File: src/rtl/audio_clk_pkg.sv
package audio_clk_pkg;

  typedef enum logic [1:0] {
    RATE_NORMAL = 2'd0,
    RATE_DOUBLE = 2'd1,
    RATE_QUAD   = 2'd2
  } rate_e;

  typedef struct packed {
    logic  ok;
    rate_e rate;
  } rate_verdict_t;

  // Judge one measured frame: master clocks per frame and bit-clock rises per frame.
  function automatic rate_verdict_t classify_frame(
    input int unsigned mclks,
    input int unsigned bits,
    input logic        dbl,
    input int unsigned full_div,
    input int unsigned quad_div,
    input int unsigned bits_per_frame
  );
    rate_verdict_t v;
    v.ok   = 1'b0;
    v.rate = RATE_NORMAL;
    if (bits == bits_per_frame) begin
      if (mclks == full_div) begin
        v.ok   = 1'b1;
        v.rate = dbl ? RATE_DOUBLE : RATE_NORMAL;
      end else if (mclks == quad_div && !dbl) begin
        v.ok   = 1'b1;
        v.rate = RATE_QUAD;
      end
    end
    return v;
  endfunction

endpackage

File: src/rtl/aclk_divider.sv
module aclk_divider #(
  parameter int unsigned FRAME_DIV = 256,
  parameter int unsigned BIT_DIV   = 4
) (
  input  logic clk,
  input  logic rst_n,
  input  logic en,
  output logic bclk,
  output logic fclk
);
  localparam int unsigned CW = $clog2(FRAME_DIV);
  localparam int unsigned BB = $clog2(BIT_DIV) - 1;

  logic [CW-1:0] cnt;

  // One shared counter keeps the bit and frame edges aligned.
  always_ff @(posedge clk or negedge rst_n) begin
    if (!rst_n)  cnt <= '0;
    else if (en) cnt <= cnt + CW'(1);
    else         cnt <= '0;
  end

  assign bclk = en & cnt[BB];
  assign fclk = en & cnt[CW-1];
endmodule

File: src/rtl/aclk_rate_det.sv
module aclk_rate_det
  import audio_clk_pkg::*;
#(
  parameter int unsigned FULL_DIV       = 256,
  parameter int unsigned QUAD_DIV       = 128,
  parameter int unsigned BITS_PER_FRAME = 64,
  parameter int unsigned TIMEOUT        = 1024
) (
  input  logic  clk,
  input  logic  rst_n,
  input  logic  en,
  input  logic  dbl,
  input  logic  ext_bclk,
  input  logic  ext_fclk,
  output logic  f_rise,
  output rate_e rate,
  output logic  valid,
  output logic  err
);
  localparam int unsigned PW = $clog2(TIMEOUT);
  localparam int unsigned BW = $clog2(BITS_PER_FRAME) + 2;

  logic [1:0]    fsh, bsh;
  logic          b_rise, armed, timed_out;
  logic [PW-1:0] per_cnt;
  logic [BW-1:0] bit_cnt;
  rate_verdict_t verdict;

  assign f_rise    = fsh[0] & ~fsh[1];
  assign b_rise    = bsh[0] & ~bsh[1];
  assign timed_out = (per_cnt == PW'(TIMEOUT - 1));

  always_comb
    verdict = classify_frame(32'(per_cnt) + 32'd1,
                             32'(bit_cnt) + (b_rise ? 32'd1 : 32'd0),
                             dbl, FULL_DIV, QUAD_DIV, BITS_PER_FRAME);

  always_ff @(posedge clk or negedge rst_n) begin
    if (!rst_n) begin
      fsh <= '0; bsh <= '0; armed <= 1'b0;
      per_cnt <= '0; bit_cnt <= '0;
      rate <= RATE_NORMAL; valid <= 1'b0; err <= 1'b0;
    end else if (!en) begin
      fsh <= '0; bsh <= '0; armed <= 1'b0;
      per_cnt <= '0; bit_cnt <= '0;
      rate <= RATE_NORMAL; valid <= 1'b0; err <= 1'b0;
    end else begin
      fsh <= {fsh[0], ext_fclk};
      bsh <= {bsh[0], ext_bclk};
      if (f_rise) begin
        if (armed) begin
          if (verdict.ok) begin
            valid <= 1'b1; err <= 1'b0; rate <= verdict.rate;
          end else begin
            valid <= 1'b0; err <= 1'b1;
          end
        end
        armed   <= 1'b1;
        per_cnt <= '0;
        bit_cnt <= '0;
      end else if (timed_out) begin
        valid <= 1'b0;
        err   <= 1'b1;
        armed <= 1'b0;
      end else begin
        per_cnt <= per_cnt + PW'(1);
        if (b_rise && bit_cnt != '1) bit_cnt <= bit_cnt + BW'(1);
      end
    end
  end
endmodule

File: src/rtl/audio_clkgen.sv
module audio_clkgen
  import audio_clk_pkg::*;
#(
  parameter int unsigned FRAME_DIV = 256,
  parameter int unsigned BIT_DIV   = 4,
  parameter int unsigned TIMEOUT   = 4 * FRAME_DIV
) (
  input  logic       clk,
  input  logic       rst_n,
  input  logic       master_sel,
  input  logic       dbl_sel,
  input  logic       ext_bclk,
  input  logic       ext_fclk,
  output logic       mclk_out,
  output logic       bclk_out,
  output logic       fclk_out,
  output logic       bclk_oe,
  output logic       fclk_oe,
  output logic [1:0] rate,
  output logic       rate_valid,
  output logic       clk_err
);
  localparam int unsigned QUAD_DIV       = FRAME_DIV / 2;
  localparam int unsigned BITS_PER_FRAME = FRAME_DIV / BIT_DIV;

  logic  running, master_q, dbl_q, mgate_q;
  logic  gen_en, det_en, f_rise;
  logic  det_valid, det_err;
  rate_e det_rate;

  always_ff @(posedge clk or negedge rst_n) begin
    if (!rst_n) running <= 1'b0;
    else        running <= 1'b1;
  end

  // Mode selects are loaded only while the block is held idle.
  always_ff @(posedge clk) begin
    if (!running) begin
      master_q <= master_sel;
      dbl_q    <= dbl_sel;
    end
  end

  // Gate enable changes on the low phase so mclk_out never carries a runt.
  always_ff @(negedge clk or negedge rst_n) begin
    if (!rst_n) mgate_q <= 1'b0;
    else        mgate_q <= running & master_q;
  end

  assign gen_en = running & master_q;
  assign det_en = running & ~master_q;

  aclk_divider #(.FRAME_DIV(FRAME_DIV), .BIT_DIV(BIT_DIV)) i_div (
    .clk(clk), .rst_n(rst_n), .en(gen_en), .bclk(bclk_out), .fclk(fclk_out)
  );

  aclk_rate_det #(
    .FULL_DIV(FRAME_DIV), .QUAD_DIV(QUAD_DIV),
    .BITS_PER_FRAME(BITS_PER_FRAME), .TIMEOUT(TIMEOUT)
  ) i_det (
    .clk(clk), .rst_n(rst_n), .en(det_en), .dbl(dbl_q),
    .ext_bclk(ext_bclk), .ext_fclk(ext_fclk), .f_rise(f_rise),
    .rate(det_rate), .valid(det_valid), .err(det_err)
  );

  assign mclk_out   = clk & mgate_q;
  assign bclk_oe    = gen_en;
  assign fclk_oe    = gen_en;
  assign rate       = master_q ? (dbl_q ? RATE_DOUBLE : RATE_NORMAL) : det_rate;
  assign rate_valid = running & (master_q | det_valid);
  assign clk_err    = running & ~master_q & det_err;
endmodule

File: config.mk
export PLATFORM = sky130hd
export DESIGN_NAME = audio_clkgen
export DESIGN_NICKNAME = d
export VERILOG_FILES = /design/src/rtl/audio_clk_pkg.sv /design/src/rtl/aclk_divider.sv /design/src/rtl/aclk_rate_det.sv /design/src/rtl/audio_clkgen.sv
export SDC_FILE = /design/constraint.sdc
export NUM_CORES = 1
export LEC_CHECK = 0
export BUFFER_PORTS_ARGS = -buffer_cell sky130_fd_sc_hd__buf_2
export CELL_PAD_IN_SITES_DETAIL_PLACEMENT = 1
export CELL_PAD_IN_SITES_GLOBAL_PLACEMENT = 2
export CORE_ASPECT_RATIO = 2
export CORE_UTILIZATION = 41
export DETAILED_ROUTE_END_ITERATION = 8
export HOLD_SLACK_MARGIN = 0.02
export PLACE_DENSITY_LB_ADDON = 0.1
export SYNTH_ARGS = -nofsm -noshare
export SYNTH_HDL_FRONTEND = slang
export SYNTH_HIERARCHICAL = 1
export SYNTH_SLANG_ARGS = --single-unit
File: constraint.sdc
create_clock -name clk -period 4.9 [get_ports clk]
set_input_delay 0.735 -clock clk [delete_from_list [all_inputs] [get_ports clk]]
set_output_delay 0.735 -clock clk [all_outputs]
set_load 0.02 [all_outputs]
# ---- After elaboration in Yosys (flattened, before gate mapping)
# Cells that the tools add are included.
dict set report totals {
  register_bits 39
  input_bits 6
  output_inout_bits 9
}
dict set report classes {
  add_sub_neg 5
  eq_ne 12
  mux 32
  bitwise 13
  reduce_logical 6
}
# operator n
set ops {}
lappend ops {{two-way mux 8 bit} 5}
lappend ops {{adder 8 x 32 -> 32 bit} 1}
lappend ops {{equality test 32 x 7 -> 1 bit (second input constant)} 1}
lappend ops {{equality test 32 x 8 -> 1 bit (second input constant)} 1}
lappend ops {{equality test 32 x 9 -> 1 bit (second input constant)} 1}
lappend ops {{two-way mux 10 bit} 3}
lappend ops {{adder 8 x 1 -> 8 bit (second input constant)} 2}
lappend ops {{two-way mux 1 bit} 14}
lappend ops {{two-way mux 2 bit} 7}
lappend ops {{!= test 3 bit (second input constant)} 4}
lappend ops {{adder 10 x 1 -> 11 bit (second input constant)} 1}
lappend ops {{adder 10 x 1 -> 10 bit (second input constant)} 1}
lappend ops {{equality test 10 bit (second input constant)} 1}
lappend ops {{bitwise AND 1 bit} 9}
lappend ops {{two-way mux 3 bit} 3}
lappend ops {{!= test 8 bit (second input constant)} 1}
lappend ops {{!= test 2 bit (second input constant)} 3}
lappend ops {{AND reduction 2 bit} 2}
lappend ops {{NOT 1 bit} 3}
lappend ops {{AND reduction 3 bit} 1}
lappend ops {{logical AND 1 bit} 2}
lappend ops {{logical NOT 1 bit} 1}
lappend ops {{OR 1 bit} 1}

# ---- Longest topological paths before layout
# Gate-level depths: netlist of the first run.
dict set report depth {
  word_depth 10
  ltp_mapped 9
  ltp_nobuf 9
}

# ---- By module
# Netlist of the first run, hierarchy kept.
# mod n_inst cells_each area_each_um2 seq_area_each_um2
set modules_own_cells {}
lappend modules_own_cells {aclk_rate_det 1 163 1551.5 675.6}
lappend modules_own_cells {aclk_divider 1 36 384.1 200.2}
lappend modules_own_cells {audio_clkgen 1 14 188.9 110.1}

==> reports/qor.yml, run 1 <==
synth:
  yosysWarnings: 6
  synth_cell_types: 52
  syn-num-nets: 225
  yosys_register_bits: 39
  synth_area_sq_um: 2125
  netlist_instances: 213
  synth.yosys.seq_area_share_pct: 46.41
  syn_avg_cell_area_sq_um: 9.974
clock_tree:
  cts_resized: 0
  cts_tree: "yes"
  cts_setup_buffers: 0
  clock_latency_ns: 0.41
  cts-hold-fix-buffers: 0
  clkTransAtPathRegs_ns: 0.08
min_path:
  hp-class: "in -> async"
global_routing:
  grt_pass1_vias: 1881
  antenna_found_initial: 0
  grt_remaining_overflow: 0
  grt_usage_pct: 21.63
  grt_pass1_wl_mm: 8.507
  grt_max_degree: 37
critical_path:
  crit_slowest_cell: "dfrtn_1"
  cpLargestDelayFamily: "flip-flops"
  crit_path_max_fanout: 1
  worstSetupPathType: "reg -> out"
  reg2reg_from: "master_q"
  worst-path-buf-inv: 1
  endpoint_kind: "output pin"
  rr_worst_depth: 1
  worstPathArrival_ns: 3.51
  r2r_slack_ns: 1.52
  crit_required_ns: 4.16
  path_cells: "and2_1 > buf_2"
  critPathLaunchType: "register"
  r2r_end: "mgate_q"
  slowest_delay_ns: 0.38
die:
  die_height_um: 103.8
  die_w_um: 52.90
  std_cell_rows: 36
  io_pins: 15
  start_util_pct: 43.27
  core-area_sq_um: 4910
  die-area_sq_um: 5491
timing:
  final-hold-violation-count: 0
  slew_headroom_pct: 49.18
  slew_viol_final: 0
  setup-tns-final_ns: 0
  worstMarginPinSlew_ns: 0.7623
  setup_violations: 0
  rsz0062_at_grt: "no"
  finClkSkew_ns: 0.01967
pwr:
  max-vdd-ir-drop_mv: 0.2046
  powerDensity_nw_per_um2: 278.8
  swShare_pct: 22.74
  p_switching_mw: 0.1481
  p_leak_nw: 1.052
  clkPwrFrac_pct: 44.3
  power_mw: 0.6514
  pwr-share-seq_pct: 51.2
  p_int_mw: 0.5033
  pwr-share-comb_pct: 4.5
run:
  maxCapViolCount: 0
final_layout:
  nNetsFinal: 238
  layout_common_cells: "dfrtp_1, nor2_1, nand2_1"
  final_common_cell: "dfrtp_1"
  drive_above_1_share_pct: 16.81
  area_growth_pct: 9.953
  n_antenna_cell: 0
  final_util_pct: 47.58
detailed_routing:
  drcViolationCount: 0
  vias: 1627
  viasPerCell: 5.749
  antenna_left: 0
  drt_iter0_drc: 9
  first_pass_iters: 3
  wire_per_inst_um: 17.50
  drt-total-wl_mm: 4.953
placed_design:
  dp_hpwl_mm: 3.700
  port_buffers: 14
  place_congestion: 0.7416
run_status:
  status: "completed"
==> metal layers <==
| layer | track usage (%) | vias to the layer above | routed length [um] |
|---|---|---|---|
| met3 | 4.846 | 19 | 147 |
| met1 | 19.64 | 815 | 1711 |
| met2 | 38.25 | 29 | 2866 |
| met4 | 16.17 | 0 | 228 |
| met5 | 0 | - | 0 |
| li1 | - | 764 | - |
==> final cells by class <==
type	count	area, sq um
clock buffers	10	128.9
flip-flops and latches	39	985.9
clock inverters	1	5.005
well taps	57	71.32
repair buffers	14	72.57
inverters	3	11.26
fillers	572	2574
multi-input cells	159	1061
==> power by group through the flow <==
stage	logic (mW)	registers, mW	clock network (mW)
2_1_floorplan	0.0173	0.339	0.00485
3_3_place_gp	0.0287	0.340	0.00673
3_5_place_dp	0.0302	0.340	0.00673
4_1_cts	0.0303	0.334	0.303
5_1_grt	0.0329	0.334	0.316
6_report	0.0292	0.334	0.288
==> cell families after synthesis <==
| kind of cell | count (synthesis) | share of synthesized area, % |
|---|---|---|
| simple gates | 101 | 27.27 |
| flops | 39 | 46.41 |
| compound gates | 27 | 8.423 |
| xor+xnor | 17 | 7.009 |
| buf+inv | 15 | 3.651 |
| mux | 7 | 3.533 |
| fa+ha+maj | 6 | 3.533 |
| other cells | 1 | 0.1765 |
==> cell usage after synthesis (all sizes together) <==
library cell	instances	area share, %
dfrtp	36	42
o22ai	1	0.29
conb	1	0.18
nor4	3	0.88
a21boi	1	0.35
nor3b	1	0.35
nand4b	1	0.41
xor2	9	3.7
or4b	1	0.47
o21a	2	0.71
nand4	9	3.4
or3	1	0.29
nor4b	1	0.41
nand2	18	3.4
clkbuf	4	0.71
ha	6	3.5
xnor2	8	3.3
a31o	1	0.41
a41oi	3	1.6
a22o	1	0.41
o32ai	1	0.41
nand3	12	3.1
buf	8	2.4
and3b	1	0.47
o21ai	4	0.94
and3	5	1.5
mux2	1	0.71
nor2b	4	1.2
or2	1	0.29
and4	1	0.41
a2bb2oi	1	0.41
nand3b	2	0.71
a21oi	11	2.6
and2	12	3.6
edfxtp	2	2.8
nor2	16	2.8
and2b	2	0.82
a31oi	1	0.29
nor3	7	1.9
inv	3	0.53
mux2i	6	2.8
dfrtn	1	1.2
nand2b	3	0.88
==> worst max path at each step <==
stage / start / slack, ns / depth (start not counted) / endpoint
final: mgate_q / 0.65 / 2 / mclk_out
after global routing: mgate_q / 0.60 / 2 / mclk_out
after CTS: mgate_q / 0.63 / 2 / mclk_out
after detailed placement: mgate_q / 1.11 / 2 / mclk_out
after global placement: mgate_q / 1.11 / 2 / mclk_out
after floorplan: mgate_q / 1.14 / 1 / mclk_out
==> flip-flops by register name (all words and copies together), names as in the netlist <==
register,flops
i_det/err,1
i_det/bsh,2
running,1
i_det/armed,1
i_det/valid,1
master_q,1
i_det/fsh,2
i_div/cnt,8
dbl_q,1
mgate_q,1
i_det/per_cnt,10
i_det/bit_cnt,8
i_det/rate,2
==> metrics by stage <==
stage          setup WS [ns]  hold WS (ns)  cells  instance area (sq um)
2_1_floorplan          1.140        0.4394    213                   2125
3_3_place_gp           1.108        0.4567    273                   2207
3_5_place_dp           1.109        0.4727    273                   2207
4_1_cts               0.6283        0.4205    283                   2336
5_1_grt               0.6013        0.4450    283                   2336
6_report              0.6522        0.4046    283                   2336
No activity file was read; power rests on OpenSTA's default activity.
==> inputs of run 2 (changes only) <==
--- a/config.mk
+++ b/config.mk
@@ -5,11 +5,12 @@
 export SDC_FILE = /design/constraint.sdc
 export NUM_CORES = 1
 export LEC_CHECK = 0
+export ABC_AREA = 1
 export BUFFER_PORTS_ARGS = -buffer_cell sky130_fd_sc_hd__buf_2
 export CELL_PAD_IN_SITES_DETAIL_PLACEMENT = 1
 export CELL_PAD_IN_SITES_GLOBAL_PLACEMENT = 2
 export CORE_ASPECT_RATIO = 2
-export CORE_UTILIZATION = 41
+export CORE_UTILIZATION = 38
 export DETAILED_ROUTE_END_ITERATION = 8
 export HOLD_SLACK_MARGIN = 0.02
 export PLACE_DENSITY_LB_ADDON = 0.1
==> run 2 against run 1 <==
Register-to-register slack improved by 0.14 ns. Worst setup slack got worse by 0.063 ns. Critical path type unchanged. Power about the same. Non-clock buffer count increased by 1. First-iteration DRC count increased to 5.1 times the previous value. Clock power decreased by 2%. Sequential power about the same. Critical path depth increased by 1.
==> reports/qor.yml, run 2 <==
synth:
  syn-num-nets: 303
  synthFlopType: "dfrtp_1"
  synth_most_common_cell: "nand2_1"
  yosysTopAreaCellShare_pct: 41.03
  yosysTopAreaCell: "dfrtp_1"
  yosysWarnings: 6
  async_reset_ff_share_pct: 94.87
  ys_top_cells_by_area: "dfrtp_1, nand2_1, inv_1, nor2_1, nand3_1"
  yosys_register_bits: 39
  synth_area_sq_um: 2196
  synth_edf_count: 2
  synth_cell_types: 32
  synth.yosys.seq_area_share_pct: 44.90
  synthTopCellsByCount: "nand2_1, inv_1, dfrtp_1"
  syn_avg_cell_area_sq_um: 7.546
  netlist_instances: 291
detailed_routing:
  antenna_left: 0
  drt-total-wl_mm: 5.662
  drcViolationCount: 0
  drt_iter0_drc: 46
  first_pass_iters: 4
  wire_per_inst_um: 15.14
  vias: 1912
  viasPerCell: 5.112
final_layout:
  n_antenna_cell: 0
  largest_reg_flops: 10
  nNetsFinal: 325
  final_util_pct: 44.46
  drive_above_1_share_pct: 16.24
  area_growth_pct: 11.68
  final_common_cell: "nand2_1"
  regMostFlops: "i_det/per_cnt"
  top_regs: "i_det/per_cnt x10, i_det/bit_cnt x8, i_div/cnt x8"
  layout_common_cells: "nand2_1, inv_1, dfrtp_1"
clock_tree:
  clkTransAtPathRegs_ns: 0.07
  clock_latency_ns: 0.41
  cts_setup_buffers: 0
  cts_tree: "yes"
  cts-hold-fix-buffers: 0
  cts_resized: 0
critical_path:
  crit_slowest_cell: "dfrtn_1"
  crit_required_ns: 4.16
  slowest_delay_ns: 0.38
  worstSetupPathType: "reg -> out"
  endpoint_kind: "output pin"
  crit_path_max_fanout: 1
  critPathLaunchType: "register"
  worstPathArrival_ns: 3.58
  worst-path-buf-inv: 2
  cpLargestDelayFamily: "flip-flops"
  path_cells: "nand2_1 > inv_1 > buf_2"
global_routing:
  use_met1_pct: 18.79
  busiest_layer: "met2"
  use_met2_pct: 43.80
  grt_pass1_wl_mm: 9.701
  grt_max_degree: 37
  grt_usage_pct: 21.53
  grt_remaining_overflow: 0
  grt_pass1_vias: 2076
  grtUsageMet3_pct: 3.294
  antenna_found_initial: 0
die:
  core-area_sq_um: 5515
  std_cell_rows: 38
  die_height_um: 109.5
  io_pins: 15
  start_util_pct: 39.81
  die_w_um: 55.75
  die-area_sq_um: 6105
timing:
  rsz0062_at_grt: "no"
  finClkSkew_ns: 0.01546
  slew_viol_final: 0
  setup-tns-final_ns: 0
  setup_violations: 0
  final-hold-violation-count: 0
run_status:
  status: "completed"
placed_design:
  place_congestion: 0.7280
  dp_hpwl_mm: 4.517
  port_buffers: 14
run:
  maxCapViolCount: 0
min_path:
  hp-class: "in -> async"
pwr:
  p_leak_nw: 1.220
  powerDensity_nw_per_um2: 265.8
  max-vdd-ir-drop_mv: 0.2026
-- run 2: cell count changes in the layout (fill, tap and decap cells not counted), sizes merged, moves of 6 or more --
cell   before  now
inv         3   50
nand2      18   77
o21ai       4   15
xnor2       8    0
nand3      12   20
nor2       16   39
xor2        9    1
and2       12    0
mux2i       6    0
-- run 2: area by class of cell --
class                   instances  area [sq um]
clock buffers                  10         118.9
clock inverters                 3         11.26
fillers                       717          3063
inverters                      50         187.7
multi-input cells             197         993.5
flip-flops and latches         39         985.9
well taps                      60         75.07
repair buffers                 15         80.08
-- run 2: logic make-up after synthesis --
kind of cell,share of synthesized area (%)
AO/OA/AOI/OAI,8.889
buffers and inverters,9.857
adder cells (fa/ha/maj),3.419
AND/OR/NAND/NOR,32.37
flip-flops,44.90
XOR/XNOR,0.3989
other,0.1708
-- run 2: metrics by stage --
stage | hold WS, ns | cells | power (mW) | setup WS [ns] | instance area [sq um]
after global placement | 0.4557 | 363 | 0.3847 | 1.135 | 2331
after global routing | 0.4413 | 374 | 0.6795 | 0.5199 | 2452
after CTS | 0.4125 | 374 | 0.6637 | 0.5279 | 2452
after floorplan | 0.4361 | 291 | 0.3661 | 1.176 | 2196
final | 0.3989 | 374 | 0.6520 | 0.5892 | 2452
after detailed placement | 0.4628 | 363 | 0.3858 | 1.129 | 2331
-- run 2: worst register-to-register path, stage by stage, from the launching register on --
cell	delay (ns)
edfxtp_1	0.45
nand2_1	0.11
inv_1	0.08
-- run 2: power by group --
group	internal, mW	total, mW	switching, mW
combinational	0.00987	0.0370	0.0271
sequential	0.329	0.334	0.00503
clock	0.151	0.281	0.129
-- run 2: worst paths after layout --
kind / startpoint / to / slack, ns / cells after the start
hold / removal: rst_n / i_det/bit_cnt[2] / 0.40 / 2
max in group asynchronous: rst_n / mgate_q / 2.35 / 1
hold reg to reg: i_det/bsh[0] / i_det/bsh[1] / 0.48 / 2
setup reg to reg: master_q / mgate_q / 1.66 / 2
setup / recovery: mgate_q / mclk_out / 0.59 / 3
min in group clk: i_det/bsh[0] / i_det/bsh[1] / 0.48 / 2
-- run 2: metal layers --
layer	vias to the layer above	part of all wire (%)
li1	956	-
met2	14	61
met4	0	3.6
met1	933	34
met5	-	0
met3	9	1.4
